[src/rtl/wvlt_pkg.sv]
package wvlt_pkg;
   // kernel length and window size
   localparam int WV_TAPS = 5;
   localparam int WV_WIN  = WV_TAPS * WV_TAPS;
   // headroom bits inside the kernel so second differences and their sum never wrap
   localparam int WV_GROW = 4;

   function automatic int wv_col_w(input int pix_w);
      return pix_w + 2;
   endfunction

   function automatic int wv_out_w(input int pix_w);
      return pix_w + 3;
   endfunction
endpackage

[src/rtl/wvlt_fit.sv]
module wvlt_fit #(
   parameter int IN_W  = 12,
   parameter int OUT_W = 10,
   parameter bit SAT   = 1'b1
) (
   input  logic signed [IN_W-1:0]  din,
   output logic signed [OUT_W-1:0] dout
);
   generate
      if (IN_W <= OUT_W) begin : g_wide
         assign dout = OUT_W'(din);
      end else if (SAT) begin : g_sat
         localparam int HI_I = (1 << (OUT_W - 1)) - 1;
         localparam logic signed [IN_W-1:0] HI = IN_W'(HI_I);
         localparam logic signed [IN_W-1:0] LO = IN_W'(-HI_I - 1);
         always_comb begin
            if (din > HI)      dout = HI[OUT_W-1:0];
            else if (din < LO) dout = LO[OUT_W-1:0];
            else               dout = din[OUT_W-1:0];
         end
      end else begin : g_wrap
         assign dout = din[OUT_W-1:0];
      end
   endgenerate
endmodule

[src/rtl/wvlt_tap5.sv]
module wvlt_tap5 import wvlt_pkg::*; #(
   parameter int IN_W      = 8,
   parameter bit IN_SIGNED = 1'b0,
   parameter int OUT_W     = 10,
   parameter int ADJ_SHIFT = 3,
   parameter bit SAT       = 1'b1
) (
   input  logic [WV_TAPS*IN_W-1:0] taps,
   output logic signed [OUT_W-1:0] smooth,
   output logic signed [OUT_W-1:0] detail
);
   localparam int EW = IN_W + WV_GROW;

   logic signed [EW-1:0] x [WV_TAPS];

   for (genvar i = 0; i < WV_TAPS; i++) begin : g_ext
      logic sb;
      assign sb   = IN_SIGNED ? taps[i*IN_W + IN_W - 1] : 1'b0;
      assign x[i] = {{(EW - IN_W){sb}}, taps[i*IN_W +: IN_W]};
   end

   logic signed [EW-1:0] d_lo, d_hi, d_sum, mag, shr, adj, sm_w;
   logic neg;

   always_comb begin
      d_lo  = (x[1] <<< 1) - x[0] - x[2];
      d_hi  = (x[3] <<< 1) - x[2] - x[4];
      d_sum = d_lo + d_hi;
      neg   = d_sum[EW-1];
      // sign-magnitude shift: rounds toward zero for both signs
      mag   = neg ? -d_sum : d_sum;
      shr   = mag >> ADJ_SHIFT;
      adj   = neg ? -shr : shr;
      sm_w  = x[2] + adj;
   end

   wvlt_fit #(.IN_W(EW), .OUT_W(OUT_W), .SAT(SAT)) u_fit_s (.din(sm_w), .dout(smooth));
   wvlt_fit #(.IN_W(EW), .OUT_W(OUT_W), .SAT(SAT)) u_fit_d (.din(d_lo), .dout(detail));
endmodule

[src/rtl/wvlt_col_pass.sv]
module wvlt_col_pass import wvlt_pkg::*; #(
   parameter int PIX_W     = 8,
   parameter int CW        = 10,
   parameter int ADJ_SHIFT = 3
) (
   input  logic                      clk,
   input  logic                      rst,
   input  logic                      in_valid,
   input  logic [WV_WIN*PIX_W-1:0]   in_win,
   output logic                      out_valid,
   output logic [WV_TAPS*CW-1:0]     col_sm,
   output logic [WV_TAPS*CW-1:0]     col_dt
);
   logic [WV_WIN*PIX_W-1:0] colm;
   logic [WV_TAPS*CW-1:0]   sm_c, dt_c;

   for (genvar c = 0; c < WV_TAPS; c++) begin : g_col
      for (genvar r = 0; r < WV_TAPS; r++) begin : g_row
         assign colm[(c*WV_TAPS + r)*PIX_W +: PIX_W] = in_win[(r*WV_TAPS + c)*PIX_W +: PIX_W];
      end
      wvlt_tap5 #(
         .IN_W(PIX_W), .IN_SIGNED(1'b0), .OUT_W(CW),
         .ADJ_SHIFT(ADJ_SHIFT), .SAT(1'b1)
      ) u_k (
         .taps  (colm[c*WV_TAPS*PIX_W +: WV_TAPS*PIX_W]),
         .smooth(sm_c[c*CW +: CW]),
         .detail(dt_c[c*CW +: CW])
      );
   end

   always_ff @(posedge clk) begin
      if (rst) begin
         out_valid <= 1'b0;
         col_sm    <= '0;
         col_dt    <= '0;
      end else begin
         out_valid <= in_valid;
         if (in_valid) begin
            col_sm <= sm_c;
            col_dt <= dt_c;
         end
      end
   end
endmodule

[src/rtl/wvlt_row_pass.sv]
module wvlt_row_pass import wvlt_pkg::*; #(
   parameter int CW        = 10,
   parameter int OW        = 11,
   parameter int ADJ_SHIFT = 3,
   parameter bit SAT       = 1'b1
) (
   input  logic                   clk,
   input  logic                   rst,
   input  logic                   in_valid,
   input  logic [WV_TAPS*CW-1:0]  col_sm,
   input  logic [WV_TAPS*CW-1:0]  col_dt,
   output logic                   out_valid,
   output logic signed [OW-1:0]   o_s,
   output logic signed [OW-1:0]   o_h,
   output logic signed [OW-1:0]   o_v,
   output logic signed [OW-1:0]   o_d
);
   logic signed [OW-1:0] s_c, h_c, v_c, d_c;

   wvlt_tap5 #(
      .IN_W(CW), .IN_SIGNED(1'b1), .OUT_W(OW), .ADJ_SHIFT(ADJ_SHIFT), .SAT(SAT)
   ) u_smooth_row (.taps(col_sm), .smooth(s_c), .detail(h_c));

   wvlt_tap5 #(
      .IN_W(CW), .IN_SIGNED(1'b1), .OUT_W(OW), .ADJ_SHIFT(ADJ_SHIFT), .SAT(SAT)
   ) u_detail_row (.taps(col_dt), .smooth(v_c), .detail(d_c));

   always_ff @(posedge clk) begin
      if (rst) begin
         out_valid <= 1'b0;
         o_s <= '0;
         o_h <= '0;
         o_v <= '0;
         o_d <= '0;
      end else begin
         out_valid <= in_valid;
         if (in_valid) begin
            o_s <= s_c;
            o_h <= h_c;
            o_v <= v_c;
            o_d <= d_c;
         end
      end
   end
endmodule

[src/rtl/wvlt_quad_core.sv]
module wvlt_quad_core import wvlt_pkg::*; #(
   parameter int PIX_W     = 8,
   parameter int ADJ_SHIFT = 3,
   parameter bit SAT_OUT   = 1'b1
) (
   input  logic                       clk,
   input  logic                       rst,
   input  logic                       in_valid,
   input  logic [25*PIX_W-1:0]        in_win,
   output logic                       out_valid,
   output logic signed [PIX_W+2:0]    res_smooth,
   output logic signed [PIX_W+2:0]    res_hdet,
   output logic signed [PIX_W+2:0]    res_vdet,
   output logic signed [PIX_W+2:0]    res_ddet
);
   localparam int CW = wv_col_w(PIX_W);
   localparam int OW = wv_out_w(PIX_W);

   generate
      if (PIX_W < 2 || PIX_W > 16) begin : g_bad_pix
         $error("wvlt_quad_core: PIX_W must lie in 2..16");
      end
      if (ADJ_SHIFT < 1 || ADJ_SHIFT > PIX_W) begin : g_bad_shift
         $error("wvlt_quad_core: ADJ_SHIFT must lie in 1..PIX_W");
      end
      if (OW != PIX_W + 3 || WV_WIN != 25) begin : g_bad_geom
         $error("wvlt_quad_core: port widths disagree with package geometry");
      end
   endgenerate

   logic                  s1_v;
   logic [WV_TAPS*CW-1:0] s1_sm, s1_dt;

   wvlt_col_pass #(.PIX_W(PIX_W), .CW(CW), .ADJ_SHIFT(ADJ_SHIFT)) u_cols (
      .clk(clk), .rst(rst), .in_valid(in_valid), .in_win(in_win),
      .out_valid(s1_v), .col_sm(s1_sm), .col_dt(s1_dt)
   );

   wvlt_row_pass #(.CW(CW), .OW(OW), .ADJ_SHIFT(ADJ_SHIFT), .SAT(SAT_OUT)) u_rows (
      .clk(clk), .rst(rst), .in_valid(s1_v), .col_sm(s1_sm), .col_dt(s1_dt),
      .out_valid(out_valid), .o_s(res_smooth), .o_h(res_hdet),
      .o_v(res_vdet), .o_d(res_ddet)
   );
endmodule

[config.mk]
export PLATFORM = sky130hd
export DESIGN_NAME = wvlt_quad_core
export DESIGN_NICKNAME = d
export VERILOG_FILES = /design/src/rtl/wvlt_pkg.sv /design/src/rtl/wvlt_fit.sv /design/src/rtl/wvlt_tap5.sv /design/src/rtl/wvlt_col_pass.sv /design/src/rtl/wvlt_row_pass.sv /design/src/rtl/wvlt_quad_core.sv
export SDC_FILE = /design/constraint.sdc
export NUM_CORES = 1
export LEC_CHECK = 0
export BUFFER_PORTS_ARGS = -buffer_cell sky130_fd_sc_hd__clkbuf_2
export CORE_ASPECT_RATIO = 0.75
export CORE_MARGIN = 2
export CORE_UTILIZATION = 50
export CTS_CLUSTER_SIZE = 14
export DETAILED_ROUTE_END_ITERATION = 16
export PLACE_DENSITY = 0.71
export SLEW_MARGIN = 40
export SYNTH_ARGS = -nofsm -noshare
export SYNTH_HDL_FRONTEND = slang
export SYNTH_SLANG_ARGS = --single-unit
[constraint.sdc]
create_clock -name clk -period 17.7 [get_ports clk]
set_input_delay 0.885 -clock clk [delete_from_list [all_inputs] [get_ports clk]]
set_output_delay 0.885 -clock clk [all_outputs]
set_load 0.01 [all_outputs]
# == Word-level counts from Yosys, hierarchy flattened ==
# Cells that the tools add are included.
# op_classes
add_sub_neg,56
n_lt_le_gt_ge,28
n_mux,42
# op_table
cell,count
2-to-1 mux 10 bit,20
2-to-1 mux 12 bit,10
subtractor 10 x 9 -> 11 bit,10
subtractor 9 x 8 -> 10 bit,10
2-to-1 mux 11 bit,8
adder 11 x 11 -> 12 bit,5
adder 9 x 12 -> 12 bit,5
greater-than comparator 12 x 10 -> 1 bit (second input constant),5
less-than comparator 12 x 10 -> 1 bit (second input constant),5
negator 12 bit,5
negator 9 -> 12 bit,5
2-to-1 mux 14 bit,4
greater-than comparator 11 x 10 -> 1 bit (second input constant),5
less-than comparator 11 x 10 -> 1 bit (second input constant),5
subtractor 12 x 10 -> 13 bit,4
subtractor 11 x 10 -> 12 bit,4
adder 10 x 14 -> 14 bit,2
adder 13 x 13 -> 14 bit,2
greater-than comparator 14 x 11 -> 1 bit (second input constant),2
less-than comparator 14 x 11 -> 1 bit (second input constant),2
negator 11 -> 14 bit,2
negator 14 bit,2
greater-than comparator 13 x 11 -> 1 bit (second input constant),2
less-than comparator 13 x 11 -> 1 bit (second input constant),2
# totals
ff_bits,146
in_bits,203
out_inout_bits,45
wordCells,134

# == Depth between registers and ports, before layout ==
# Gate-level depths: netlist of the first run.
# depth
word_depth,11
mapped_depth,44
ltp_nobuf,42

# == By module ==
# Synthesis of the first run repeated with hierarchy kept, for this count alone.
# unflattened
cells_unflattened,3347
area_unflattened_um2,26895.8
# by_module_without_submodules
module,n_inst,cells_per_inst,area_each_um2,seq_area_each_um2
wvlt_tap5 at u_cols.g_col[1].u_k ...,2,362,2706.3,0.0
wvlt_tap5 at u_cols.g_col[0].u_k ...,2,325,2492.4,0.0
wvlt_col_pass,1,324,3647.2,2021.9
wvlt_tap5 at u_rows.u_smooth_row,1,349,2875.3,0.0
wvlt_tap5 at u_rows.u_detail_row,1,338,2811.4,0.0
wvlt_tap5 at u_cols.g_col[2].u_k,1,340,2503.7,0.0
wvlt_fit at u_cols.g_col[0].u_k.u_fit_d ...,10,33,203.9,0.0
wvlt_row_pass,1,144,1625.3,900.9
wvlt_fit at u_rows.u_detail_row.u_fit_d ...,4,37,249.0,0.0

# == Worst setup path after synthesis of the first run ==
# No wires, ideal clock.
# synth_path
path_type,in2reg
start,in in_win[9]
end,reg u_cols.col_sm[18]
setup_time_ns,0.091
t_arrival_ns,8.414
required_ns,17.609
slack_ns,9.195
stages,40
n_path_buf,0
path_cell_list,inv_1 ha_1 nor2b_1 o21ai_0 a21boi_0 o21ai_0 a21boi_0 o21ai_0 nor2b_1 xnor2_1 ha_1 a21o_1 a31o_2 nor3_1 nor2_1 ha_1 inv_1 ha_1 [... 4 more ...] nand2_1 xnor2_1 inv_1 ha_1 xor2_1 nand2_1 xnor2_1 ha_1 nor2b_1 o21ai_0 a21boi_0 o21ai_0 a21oi_1 o211ai_1 o221ai_1 a32oi_4 nand3_4 a311oi_1
# synth_between
elab_chain_len,11
elab_cells_between_ends,12
cone_classes,add/sub: 6; order compare: 2; mux: 4
# synth_lines
item,line,source
start: declaration,wvlt_quad_core.sv:9,"input logic [25*PIX_W-1:0] in_win,"
subtractor 9 x 8 -> 10 bit (*),wvlt_tap5.sv:26,d_lo = (x[1] <<< 1) - x[0] - x[2];
subtractor 10 x 9 -> 11 bit (*),wvlt_tap5.sv:26,
adder 11 x 11 -> 12 bit (*),wvlt_tap5.sv:28,d_sum = d_lo + d_hi;
negator 12 bit,wvlt_tap5.sv:31,mag = neg ? -d_sum : d_sum;
2-to-1 mux 12 bit,wvlt_tap5.sv:31,
negator 9 -> 12 bit,wvlt_tap5.sv:33,adj = neg ? -shr : shr;
2-to-1 mux 12 bit (*),wvlt_tap5.sv:33,
adder 9 x 12 -> 12 bit (*),wvlt_tap5.sv:34,sm_w = x[2] + adj;
less-than comparator 12 x 10 -> 1 bit,wvlt_fit.sv:18,else if (din < LO) dout = LO[OUT_W-1:0];
2-to-1 mux 10 bit,wvlt_fit.sv:18,
2-to-1 mux 10 bit (*),wvlt_fit.sv:17,if (din > HI) dout = HI[OUT_W-1:0];
end signal: assignment,wvlt_col_pass.sv:39,col_sm <= sm_c;
end: declaration,wvlt_col_pass.sv:11,"output logic [WV_TAPS*CW-1:0] col_sm,"
# Every way passes the cells marked *; elsewhere a longest branch is shown, timed or not.
# A chain may end at the register's enable or synchronous reset.

# == Worst setup path in the final report of the first run ==
# layout_path
start,reg u_cols.col_dt[22]
end,reg u_rows.o_v[7]
# layout_between
elab_chain_len,11
elab_cells_between_ends,13
cone_classes,add/sub: 7; order compare: 2; mux: 4
# layout_lines
item,line,source
start: declaration,wvlt_col_pass.sv:12,output logic [WV_TAPS*CW-1:0] col_dt
start signal: assignment,wvlt_col_pass.sv:40,col_dt <= dt_c;
subtractor 11 x 10 -> 12 bit,wvlt_tap5.sv:27,d_hi = (x[3] <<< 1) - x[2] - x[4];
subtractor 12 x 10 -> 13 bit,wvlt_tap5.sv:27,
adder 13 x 13 -> 14 bit,wvlt_tap5.sv:28,
negator 14 bit,wvlt_tap5.sv:31,
2-to-1 mux 14 bit,wvlt_tap5.sv:31,
negator 11 -> 14 bit,wvlt_tap5.sv:33,
2-to-1 mux 14 bit,wvlt_tap5.sv:33,
adder 10 x 14 -> 14 bit (*),wvlt_tap5.sv:34,
less-than comparator 14 x 11 -> 1 bit,wvlt_fit.sv:18,
2-to-1 mux 11 bit,wvlt_fit.sv:18,
2-to-1 mux 11 bit (*),wvlt_fit.sv:17,
end signal: assignment,wvlt_row_pass.sv:40,o_v <= v_c;
end: declaration,wvlt_row_pass.sv:15,"output logic signed [OW-1:0] o_v,"
# Marked as above.

==> load_flow_metrics.sql, run 1 <==
INSERT INTO impl_metrics (metric_group, metric, value, unit) VALUES
('placed_design', 'place.detailed.hpwl', '58.2', 'mm'),
('clocking', 'cts_hold_buf', '0', ''),
('placed_design', 'finalWeightedCongestion', '0.991', ''),
('die', 'die_area', '0.0507', 'mm2'),
('sta', 'max_freq', '106', 'MHz'),
('global_route', 'grt.met1_usage', '41.6', '%'),
('sta', 'tightest_slew', '0.795', 'ns'),
('critical_path', 'timing.critical_path.fanout_max', '9', ''),
('global_route', 'global_route.usage.met2', '38.1', '%'),
('global_route', 'grt_start_max_net_pins', '79', ''),
('global_route', 'use_met3', '4.65', '%'),
('min_path', 'hold_class', 'flip-flop to flip-flop', ''),
('global_route', 'grt-busiest-layer', 'met1', ''),
('clocking', 'tritoncts_num_sinks', '146', ''),
('placed_design', 'portBuffers', '247', ''),
('sta', 'max_slew_vio_count', '0', ''),
('route', 'drt-initial-drc-count', '1883', ''),
('layout', 'layout-drive-gt1-share', '10.4', '%'),
('sta', 'totalNegativeSetupSlack', '0', 'ns'),
('logic_synthesis', 'fraction_of_the_yosys_area_taken_by_sequential_cells', '12.0', '%'),
('sta', 'min_period_over_period', '53.4', '%'),
('layout', 'layout.cells.most_common', 'inv_1', ''),
('layout', 'design.final.nets', '4006', ''),
('critical_path', 'critical_path.max_stage_delay', '0.64', 'ns'),
('clocking', 'cts.repair.resized', '0', ''),
('logic_synthesis', 'synthDistinctLibCells', '100', ''),
('logic_synthesis', 'mappedNetlistNets', '3804', ''),
('route', 'detail_route.vias_per_cell', '5.67', ''),
('route', 'drcViolationCount', '0', ''),
('global_route', 'grt_remaining_overflow', '0', ''),
('global_route', 'initial_antenna_violation_count', '2', ''),
('critical_path', 'worstSetupPathType', 'flip-flop to flip-flop', ''),
('global_route', 'groute.usage.overall', '26.6', '%'),
('clocking', 'clk_pin_slew', '0.07', 'ns'),
('sta', 'slew_headroom', '45.5', '%'),
('layout', 'commonest_cells_after_routing_fill_and_taps_aside', '413 x inv_1, 327 x ha_1, 261 x nor2_1', ''),
('die', 'io-pin-count', '248', ''),
('sta', 'rsz0062_at_grt', 'false', ''),
('clocking', 'post_cts.repair.setup_buffers', '0', ''),
('clocking', 'clockBufferDepth', '2', ''),
('sta', 'skew', '0.0183', 'ns'),
('clocking', 'ctsHtreeMaxLevel', '4', ''),
('logic_synthesis', 'yosysWarningCount', '0', ''),
('logic_synthesis', 'post_synth.cell_area_avg', '7.74', 'um2'),
('logic_synthesis', 'syn_inst', '3154', ''),
('clocking', 'tritoncts', 'built', ''),
('global_route', 'first_global_vias', '20382', ''),
('sta', 'postLayoutSetupSlackWorst', '8.26', 'ns'),
('critical_path', 'cpMaxStageDelayCell', 'mux2i_1', ''),
('route', 'drt_pass_1_iters', '6', ''),
('job', 'max_cap_violations', '0', ''),
('sta', 'final-hold-violation-count', '0', ''),
('sta', 'setup_viol_count_final', '0', ''),
('logic_synthesis', 'synth_seq_cells', '146', ''),
('route', 'wirelength', '68.4', 'mm'),
('clocking', 'latest_clock_arrival_within_the_worst_skew_pair', '0.47', 'ns'),
('critical_path', 'required', '18.07', 'ns'),
('die', 'placement_rows', '70', ''),
('layout', 'syn_to_final_growth', '10.1', '%'),
('critical_path', 'regToRegSetupSlack', '8.26', 'ns'),
('critical_path', 'crit_path_end_kind', 'flip-flop', ''),
('route', 'routed_wire_length_per_instance', '17.0', 'um'),
('logic_synthesis', 'synth_flop_cell', 'dfxtp_1', ''),
('critical_path', 'path_common_cell', 'o21ai_0', ''),
('critical_path', 'crit_arrival', '9.82', 'ns'),
('die', 'fp.dieW', '259', 'um'),
('layout', 'num-fill-cells', '4637', ''),
('sta', 'finalCriticalPeriod', '9.44', 'ns'),
('die', 'core_region_area', '0.0485', 'mm2'),
('logic_synthesis', 'netlist_area_before_placement', '0.0244', 'mm2'),
('global_route', 'grt_pass1_wl', '108', 'mm'),
('route', 'route.antenna.remaining_nets', '0', ''),
('route', 'vias', '22779', ''),
('clocking', 'cts_inserted_buffers', '17', ''),
('outcome', 'outcome', 'finished, final reports clean', ''),
('clocking', 'root_buffer', 'clkbuf_16', ''),
('die', 'initial_utilization', '50.3', '%'),
('logic_synthesis', 'synthArstFlopShare', '0', '%'),
('placed_design', 'dp_worst_setup_slack', '8.02', 'ns'),
('die', 'die-height', '195', 'um'),
('logic_synthesis', 'synth-edff-count', '0', ''),
('layout', 'num_antenna_cells', '0', ''),
('critical_path', 'timing.critical_path.from_type', 'flip-flop', '');
logic make-up after synthesis:
| kind of cell | share of synthesized area [%] |
|---|---|
| compound gates | 24.6 |
| xor+xnor | 10.7 |
| fa+ha+maj | 26.6 |
| buf+inv | 7.51 |
| flops | 12.0 |
| mux | 0.768 |
| simple gates | 17.9 |
path summary, 6_finish.rpt:
kind                                        start                 to  depth (start not counted)
worst max-delay path            u_cols.col_dt[22]      u_rows.o_v[7]                         34
worst min register to register  u_cols.col_dt[45]  u_cols.col_dt[45]                          2
worst max register to register  u_cols.col_dt[22]      u_rows.o_v[7]                         34
worst min-delay path            u_cols.col_dt[45]  u_cols.col_dt[45]                          2
worst max-delay path: cells and delay by family, from the launching register on:
family          cells  cell delay [ns]
fa+ha+maj           6             2.19
flops               1             0.52
compound gates     15             3.31
xor+xnor            5             1.45
mux                 1             0.64
buf+inv             3             0.36
simple gates        4             0.88
synthesized netlist by cell type (all sizes together), types with 10 or more instances:
cell | instances | area share (%)
dfxtp | 146 | 12
o21a | 41 | 1.3
nand2b | 48 | 1.2
nor3 | 86 | 1.8
a2111oi | 20 | 0.75
and2 | 21 | 0.54
o311ai | 12 | 0.43
clkbuf | 60 | 0.92
inv | 413 | 6.3
nor4 | 20 | 0.51
nand3 | 51 | 1.1
nor2b | 65 | 1.7
nor2 | 262 | 4.0
fa | 120 | 9.8
a21o | 60 | 1.8
o211ai | 25 | 0.77
o21ai | 210 | 4.3
o221a | 10 | 0.46
a211oi | 43 | 1.3
a31oi | 29 | 0.80
or2 | 13 | 0.33
nand2 | 185 | 2.8
a21boi | 41 | 1.3
xnor2 | 186 | 6.7
or3 | 36 | 0.92
and3 | 22 | 0.56
xor2 | 110 | 4.0
o31ai | 12 | 0.37
a211o | 12 | 0.43
nor3b | 10 | 0.31
a221oi | 15 | 0.61
a21oi | 182 | 3.8
o22ai | 16 | 0.46
o21bai | 29 | 0.89
mux2i | 12 | 0.49
ha | 327 | 17
nand4 | 15 | 0.38
and4 | 10 | 0.36
a311oi | 35 | 1.4
layer usage:
layer | part of all wire, % | vias to the layer above
met5 | 0 | -
met3 | 7.6 | 42
li1 | - | 11559
met1 | 51 | 10544
met4 | 0.90 | 0
met2 | 40 | 634
metrics by stage:
stage	instances	utilization (%)	hold slack (ns)	instance area (um2)
floorplan	3154	-	0.425	24400
global placement	3984	54.1	0.440	26200
detailed placement	3984	54.2	0.445	26300
CTS	4016	55.4	0.460	26900
global route	4017	55.4	0.490	26900
finish	4017	55.4	0.458	26900
registers in the layout, summed over array words and instances, names as in the netlist:
signal,count
u_cols.col_dt,50
u_cols.col_sm,50
u_rows.o_d,11
u_rows.o_h,11
u_rows.o_s,11
u_rows.o_v,11
u_cols.out_valid,1
u_rows.out_valid,1
cell type report:
class	count	area (um2)	area share, %
clock buffers	17	425	1.58
clock inverters	15	163	0.605
inverters	414	1550	5.78
multi-input cells	2525	19700	73.4
flip-flops and latches	146	2930	10.9
well taps	648	811	3.01
repair buffers	252	1280	4.74
Power of run 1 is not shown: default switching activity piles up to over one toggle a cycle in this logic, so the estimate is an artifact.
==> run 2: changes to the inputs <==
--- a/config.mk
+++ b/config.mk
@@ -5,6 +5,7 @@
 export SDC_FILE = /design/constraint.sdc
 export NUM_CORES = 1
 export LEC_CHECK = 0
+export ABC_AREA = 1
 export BUFFER_PORTS_ARGS = -buffer_cell sky130_fd_sc_hd__clkbuf_2
 export CORE_ASPECT_RATIO = 0.75
 export CORE_MARGIN = 2
==> constraint.sdc (replaced) <==
create_clock -name clk -period 9.4 [get_ports clk]
set_input_delay 0.47 -clock clk [delete_from_list [all_inputs] [get_ports clk]]
set_output_delay 0.47 -clock clk [all_outputs]
set_load 0.01 [all_outputs]
==> load_flow_metrics.sql, run 2 <==
INSERT INTO impl_metrics (metric_group, metric, value, unit) VALUES
('layout', 'layout.cells.most_common', 'nand2_1', ''),
('sta', 'max_freq', '122', 'MHz'),
('layout', 'design.final.nets', '4740', ''),
('critical_path', 'required', '9.77', 'ns'),
('global_route', 'grt_pass1_wl', '108', 'mm'),
('placed_design', 'place.detailed.hpwl', '56.8', 'mm'),
('global_route', 'groute.usage.overall', '25.4', '%'),
('min_path', 'holdPathEnd', 'u_rows.o_s[1]', ''),
('layout', 'register_area', '0.00292', 'mm2'),
('route', 'wirelength', '66.2', 'mm'),
('clocking', 'latest_clock_arrival_within_the_worst_skew_pair', '0.45', 'ns'),
('critical_path', 'cpMaxStageDelayCell', 'fa_1', ''),
('logic_synthesis', 'netlist_area_before_placement', '0.0253', 'mm2'),
('logic_synthesis', 'synthDistinctLibCells', '54', ''),
('global_route', 'first_global_vias', '21837', ''),
('die', 'die_area', '0.0524', 'mm2'),
('sta', 'totalNegativeSetupSlack', '0', 'ns'),
('layout', 'num-fill-cells', '5000', ''),
('critical_path', 'crit_start', 'u_cols.col_sm[23]', ''),
('critical_path', 'worst_r2r_endpoint', 'u_rows.o_s[0]', ''),
('logic_synthesis', 'commonest_cells_in_the_synthesized_netlist', '826 x nand2_1, 782 x inv_1, 327 x ha_1', ''),
('die', 'io-pin-count', '248', ''),
('global_route', 'initial_antenna_violation_count', '0', ''),
('placed_design', 'portBuffers', '247', ''),
('layout', 'syn_to_final_growth', '9.69', '%'),
('layout', 'commonest_cells_after_routing_fill_and_taps_aside', '826 x nand2_1, 782 x inv_1, 327 x ha_1', ''),
('sta', 'rsz0062_at_grt', 'false', ''),
('clocking', 'root_buffer', 'clkbuf_16', ''),
('critical_path', 'critical_path.max_stage_delay', '0.52', 'ns'),
('route', 'drt_pass_1_iters', '5', ''),
('logic_synthesis', 'post-synth-top-area-cell', 'ha_1', ''),
('logic_synthesis', 'synth_flop_cell', 'dfxtp_1', ''),
('critical_path', 'crit-reg2reg-launch', 'u_cols.col_sm[23]', ''),
('sta', 'skew', '0.00908', 'ns'),
('route', 'drt-initial-drc-count', '1494', ''),
('logic_synthesis', 'yosysWarningCount', '0', ''),
('clocking', 'cts_inserted_buffers', '17', ''),
('logic_synthesis', 'post-synth-top-count-cell', 'nand2_1', ''),
('die', 'placement_rows', '71', ''),
('layout', 'finalNonFillerCells', '4760', ''),
('min_path', 'holdCritStartpoint', 'u_rows.o_s[1]', ''),
('placed_design', 'finalWeightedCongestion', '0.925', ''),
('clocking', 'cts.repair.resized', '0', ''),
('clocking', 'clk_pin_slew', '0.07', 'ns'),
('sta', 'tightest_slew', '0.848', 'ns'),
('logic_synthesis', 'fraction_of_the_yosys_area_taken_by_sequential_cells', '11.6', '%'),
('min_path', 'hold_class', 'flip-flop to flip-flop', ''),
('logic_synthesis', 'mappedNetlistNets', '4516', ''),
('logic_synthesis', 'post_synth.cell_area_avg', '6.54', 'um2'),
('critical_path', 'reg2regPathDepth', '47', ''),
('route', 'routed_wire_length_per_instance', '13.9', 'um'),
('critical_path', 'crit_arrival', '8.56', 'ns'),
('critical_path', 'timing.critical_path.from_type', 'flip-flop', ''),
('logic_synthesis', 'synth_seq_cells', '146', ''),
('route', 'drcViolationCount', '0', ''),
('sta', 'min_period_over_period', '87.1', '%'),
('logic_synthesis', 'synthArstFlopShare', '0', '%'),
('die', 'fp.dieW', '264', 'um'),
('logic_synthesis', 'synth-edff-count', '0', ''),
('route', 'vias', '24023', ''),
('job', 'max_cap_violations', '0', ''),
('outcome', 'outcome', 'finished, final reports clean', ''),
('critical_path', 'regToRegSetupSlack', '1.22', 'ns'),
('clocking', 'tritoncts_num_sinks', '146', ''),
('logic_synthesis', 'synth_largest_type_area_fraction', '16.2', '%'),
('min_path', 'holdPathStages', '2', ''),
('clocking', 'tritoncts', 'built', ''),
('placed_design', 'place_inst', '4728', ''),
('clocking', 'clockBufferDepth', '2', ''),
('critical_path', 'worstSetupPathType', 'flip-flop to flip-flop', ''),
('die', 'die-height', '199', 'um'),
('sta', 'slew_headroom', '43.3', '%'),
('layout', 'layout-drive-gt1-share', '10.3', '%'),
('layout', 'area_of_the_multi_input_gates', '0.0191', 'mm2'),
('logic_synthesis', 'synth.area.top_cells', 'ha_1 16%, nand2_1 12%, inv_1 12%', ''),
('sta', 'max_slew_vio_count', '0', ''),
('logic_synthesis', 'syn_inst', '3866', ''),
('route', 'detail_route.vias_per_cell', '5.05', ''),
('global_route', 'grt_start_max_net_pins', '62', ''),
('critical_path', 'critical_path.top_delay_family', 'compound AO/OA/AOI/OAI gates', ''),
('sta', 'setup_viol_count_final', '0', ''),
('clocking', 'cts_hold_buf', '0', ''),
('critical_path', 'path_common_cell', 'nand2_1', ''),
('sta', 'final-hold-violation-count', '0', ''),
('die', 'initial_utilization', '50.5', '%'),
('critical_path', 'crit_path_end_kind', 'flip-flop', ''),
('critical_path', 'critical_path_buf_inv_count', '7', ''),
('layout', 'num_antenna_cells', '0', ''),
('clocking', 'post_cts.repair.setup_buffers', '0', ''),
('layout', 'largestRegisters', 'u_cols.col_dt: 50 flops, u_cols.col_sm: 50 flops', ''),
('clocking', 'ctsHtreeMaxLevel', '4', ''),
('sta', 'finalCriticalPeriod', '8.18', 'ns'),
('critical_path', 'timing.critical_path.fanout_max', '23', ''),
('route', 'route.antenna.remaining_nets', '0', ''),
('die', 'core_region_area', '0.0500', 'mm2'),
('global_route', 'grt_remaining_overflow', '0', '');
run 2: cell count changes after synthesis, sizes merged, moves of 65 or more:
cell and delta:
nor2b -65, a21oi +122, inv +396, xor2 +65, nand2 +677, nand3 +143
xnor2 -82
run 2: routing by layer:
metal  track usage (%)  vias up  share of wire [%]
met2              38.9      574                 41
met5                 0        -                  0
met4              4.34        0                1.2
met1              38.0    10706                 52
li1                  -    12691                  -
met3              3.65       52                5.8
run 2: worst min-delay path, delay by kind of cell (launching register included):
kind | cells | cell delay (ns)
flops | 1 | 0.31
simple gates | 1 | 0.06
compound gates | 1 | 0.05
run 2: logic make-up after synthesis:
family                   count (synthesis)  synth area share [%]
XOR/XNOR                               279                  9.73
AND/OR/NAND/NOR                       1479                  25.3
adder cells (fa/ha/maj)                447                  25.7
buffers and inverters                  856                  12.9
flip-flops                             146                  11.6
AO/OA/AOI/OAI                          659                  14.8
run 2: layout make-up:
type	count	area share, %
Clock inverter	15	0.533
Tap cell	657	2.97
Sequential cell	146	10.5
Multi-Input combinational cell	2864	68.9
Timing Repair Buffer	251	4.58
Clock buffer	17	1.53
Inverter	810	11.0
run 2: worst max path at each step:
stage,endpoint,cells past startpoint
floorplan,u_rows.o_s[0],48
global placement,u_rows.o_s[0],46
detailed placement,u_rows.o_s[7],47
CTS,u_rows.o_s[0],47
global route,u_rows.o_s[0],47
finish,u_rows.o_s[0],47
run 2: stage by stage:
| stage | cell area [um2] | worst slack, ns | utilization [%] | hold slack (ns) |
|---|---|---|---|---|
| 2_1_floorplan | 25300 | 2.47 | - | 0.445 |
| 3_3_place_gp | 27100 | 1.50 | 54.3 | 0.439 |
| 3_5_place_dp | 27100 | 1.33 | 54.3 | 0.451 |
| 4_1_cts | 27700 | 1.26 | 55.4 | 0.461 |
| 5_1_grt | 27700 | 0.233 | 55.4 | 0.481 |
| 6_report | 27700 | 1.22 | 55.4 | 0.462 |
Power of run 2 is left out for the same reason.
==> run 3: changes to the inputs <==
--- a/config.mk
+++ b/config.mk
@@ -7,7 +7,7 @@
 export LEC_CHECK = 0
 export ABC_AREA = 1
 export BUFFER_PORTS_ARGS = -buffer_cell sky130_fd_sc_hd__clkbuf_2
-export CORE_ASPECT_RATIO = 0.75
+export CORE_ASPECT_RATIO = 1.4
 export CORE_MARGIN = 2
 export CORE_UTILIZATION = 50
 export CTS_CLUSTER_SIZE = 14
==> load_flow_metrics.sql, run 3 (synthesis results as in run 2) <==
INSERT INTO impl_metrics (metric_group, metric, value, unit) VALUES
('outcome', 'outcome', 'finished, final reports clean', ''),
('route', 'drt-initial-drc-count', '990', ''),
('route', 'wirelength', '65.9', 'mm'),
('clocking', 'tritoncts_num_sinks', '146', ''),
('sta', 'setup_viol_count_final', '0', ''),
('placed_design', 'place_area', '0.0271', 'mm2'),
('sta', 'rsz0062_at_grt', 'false', ''),
('clocking', 'cts_inserted_buffers', '17', ''),
('sta', 'finalCriticalPeriod', '8.16', 'ns'),
('route', 'route.antenna.remaining_nets', '0', ''),
('layout', 'commonest_cells_after_routing_fill_and_taps_aside', '826 x nand2_1, 782 x inv_1, 327 x ha_1', ''),
('critical_path', 'crit_arrival', '8.54', 'ns'),
('critical_path', 'timing.critical_path.fanout_max', '23', ''),
('critical_path', 'crit_path_end_kind', 'flip-flop', ''),
('clocking', 'cts_hold_buf', '0', ''),
('clocking', 'ctsHtreeMaxLevel', '4', ''),
('layout', 'num-fill-cells', '5043', ''),
('placed_design', 'portBuffers', '247', ''),
('die', 'placement_rows', '97', ''),
('clocking', 'tritoncts', 'built', ''),
('die', 'die-height', '270', 'um'),
('layout', 'register_area', '0.00292', 'mm2'),
('route', 'routed_wire_length_per_instance', '13.9', 'um'),
('critical_path', 'required', '9.78', 'ns'),
('route', 'detail_route.vias_per_cell', '5.09', ''),
('die', 'io-pin-count', '248', ''),
('sta', 'tightest_slew', '0.823', 'ns'),
('layout', 'area_of_the_multi_input_gates', '0.0191', 'mm2'),
('die', 'core_region_area', '0.0500', 'mm2'),
('min_path', 'holdPathStages', '2', ''),
('placed_design', 'dp_worst_setup_slack', '1.32', 'ns'),
('route', 'drt_pass_1_iters', '6', ''),
('layout', 'design.final.nets', '4740', ''),
('job', 'max_cap_violations', '0', ''),
('critical_path', 'path_common_cell', 'nand2_1', ''),
('die', 'initial_utilization', '50.5', '%'),
('clocking', 'post_cts.repair.setup_buffers', '0', ''),
('die', 'fp.dieW', '194', 'um'),
('layout', 'layout.cells.most_common', 'nand2_1', ''),
('layout', 'num_antenna_cells', '0', ''),
('min_path', 'hold_class', 'input port to flip-flop', ''),
('sta', 'final-hold-violation-count', '0', ''),
('placed_design', 'finalWeightedCongestion', '0.925', ''),
('global_route', 'grt_remaining_overflow', '0', ''),
('layout', 'syn_to_final_growth', '9.75', '%'),
('critical_path', 'cpMaxStageDelayCell', 'fa_1', ''),
('layout', 'stdcell_area', '0.0277', 'mm2'),
('route', 'drcViolationCount', '0', ''),
('clocking', 'cts.repair.resized', '0', ''),
('critical_path', 'timing.critical_path.from_type', 'flip-flop', ''),
('sta', 'skew', '0.00954', 'ns'),
('sta', 'totalNegativeSetupSlack', '0', 'ns'),
('die', 'die_area', '0.0524', 'mm2'),
('critical_path', 'reg2regPathDepth', '47', ''),
('clocking', 'clk_pin_slew', '0.07', 'ns'),
('global_route', 'grt_start_max_net_pins', '109', ''),
('sta', 'postLayoutSetupSlackWorst', '1.24', 'ns'),
('clocking', 'clockBufferDepth', '2', ''),
('global_route', 'groute.usage.overall', '24.9', '%'),
('route', 'vias', '24135', ''),
('global_route', 'grt_pass1_wl', '108', 'mm'),
('clocking', 'latest_clock_arrival_within_the_worst_skew_pair', '0.45', 'ns'),
('layout', 'layout-drive-gt1-share', '10.3', '%'),
('sta', 'min_period_over_period', '86.8', '%'),
('sta', 'max_slew_vio_count', '0', ''),
('global_route', 'first_global_vias', '23421', ''),
('clocking', 'root_buffer', 'clkbuf_16', ''),
('sta', 'slew_headroom', '45.1', '%'),
('sta', 'max_freq', '123', 'MHz'),
('critical_path', 'worstSetupPathType', 'flip-flop to flip-flop', ''),
('layout', 'largestRegisters', 'u_cols.col_dt: 50 flops, u_cols.col_sm: 50 flops', ''),
('critical_path', 'critical_path.max_stage_delay', '0.52', 'ns'),
('placed_design', 'place.detailed.hpwl', '57.2', 'mm'),
('global_route', 'initial_antenna_violation_count', '0', '');
run 3: worst paths after layout:
kind,startpoint,endpoint,slack (ns)
setup / recovery,u_cols.col_sm[23],u_rows.o_s[0],1.24
hold / removal,in_valid,u_cols.col_sm[29],0.34
setup reg to reg,u_cols.col_sm[23],u_rows.o_s[0],1.24
hold reg to reg,u_cols.col_dt[7],u_cols.col_dt[7],0.47
run 3: metrics by stage:
| stage | hold WS [ns] | instances | util, % |
|---|---|---|---|
| after floorplan | 0.445 | 3866 | - |
| after global placement | 0.447 | 4714 | 54.2 |
| after detailed placement | 0.457 | 4714 | 54.3 |
| after CTS | 0.320 | 4746 | 55.5 |
| after global routing | 0.350 | 4746 | 55.5 |
| final | 0.344 | 4746 | 55.5 |
run 3: critical path: cells and delay by family, from the launching register on:
family | cells | cell delay, ns
AO/OA/AOI/OAI | 14 | 2.63
AND/OR/NAND/NOR | 19 | 2.26
adder cells (fa/ha/maj) | 5 | 1.90
buffers and inverters | 7 | 0.72
flip-flops | 1 | 0.36
XOR/XNOR | 2 | 0.23
run 3: final cells by class:
cell class                 count  share of cell area (%)
tap                          643                    2.90
multi-input combinational   2864                    68.8
sequential                   146                    10.5
clock buffer                  19                    1.63
timing repair buffer         251                    4.58
clock inverter                13                   0.546
inverter                     810                    11.0
run 3: layer usage:
metal | vias up | wire (um) | global-route usage (%)
met5 | - | 0 | 0
met3 | 116 | 1890 | 2.14
met2 | 430 | 33600 | 47.0
met4 | 0 | 2640 | 10.2
li1 | 12676 | - | -
met1 | 10913 | 27800 | 28.5
Power of run 3 is left out for the same reason.
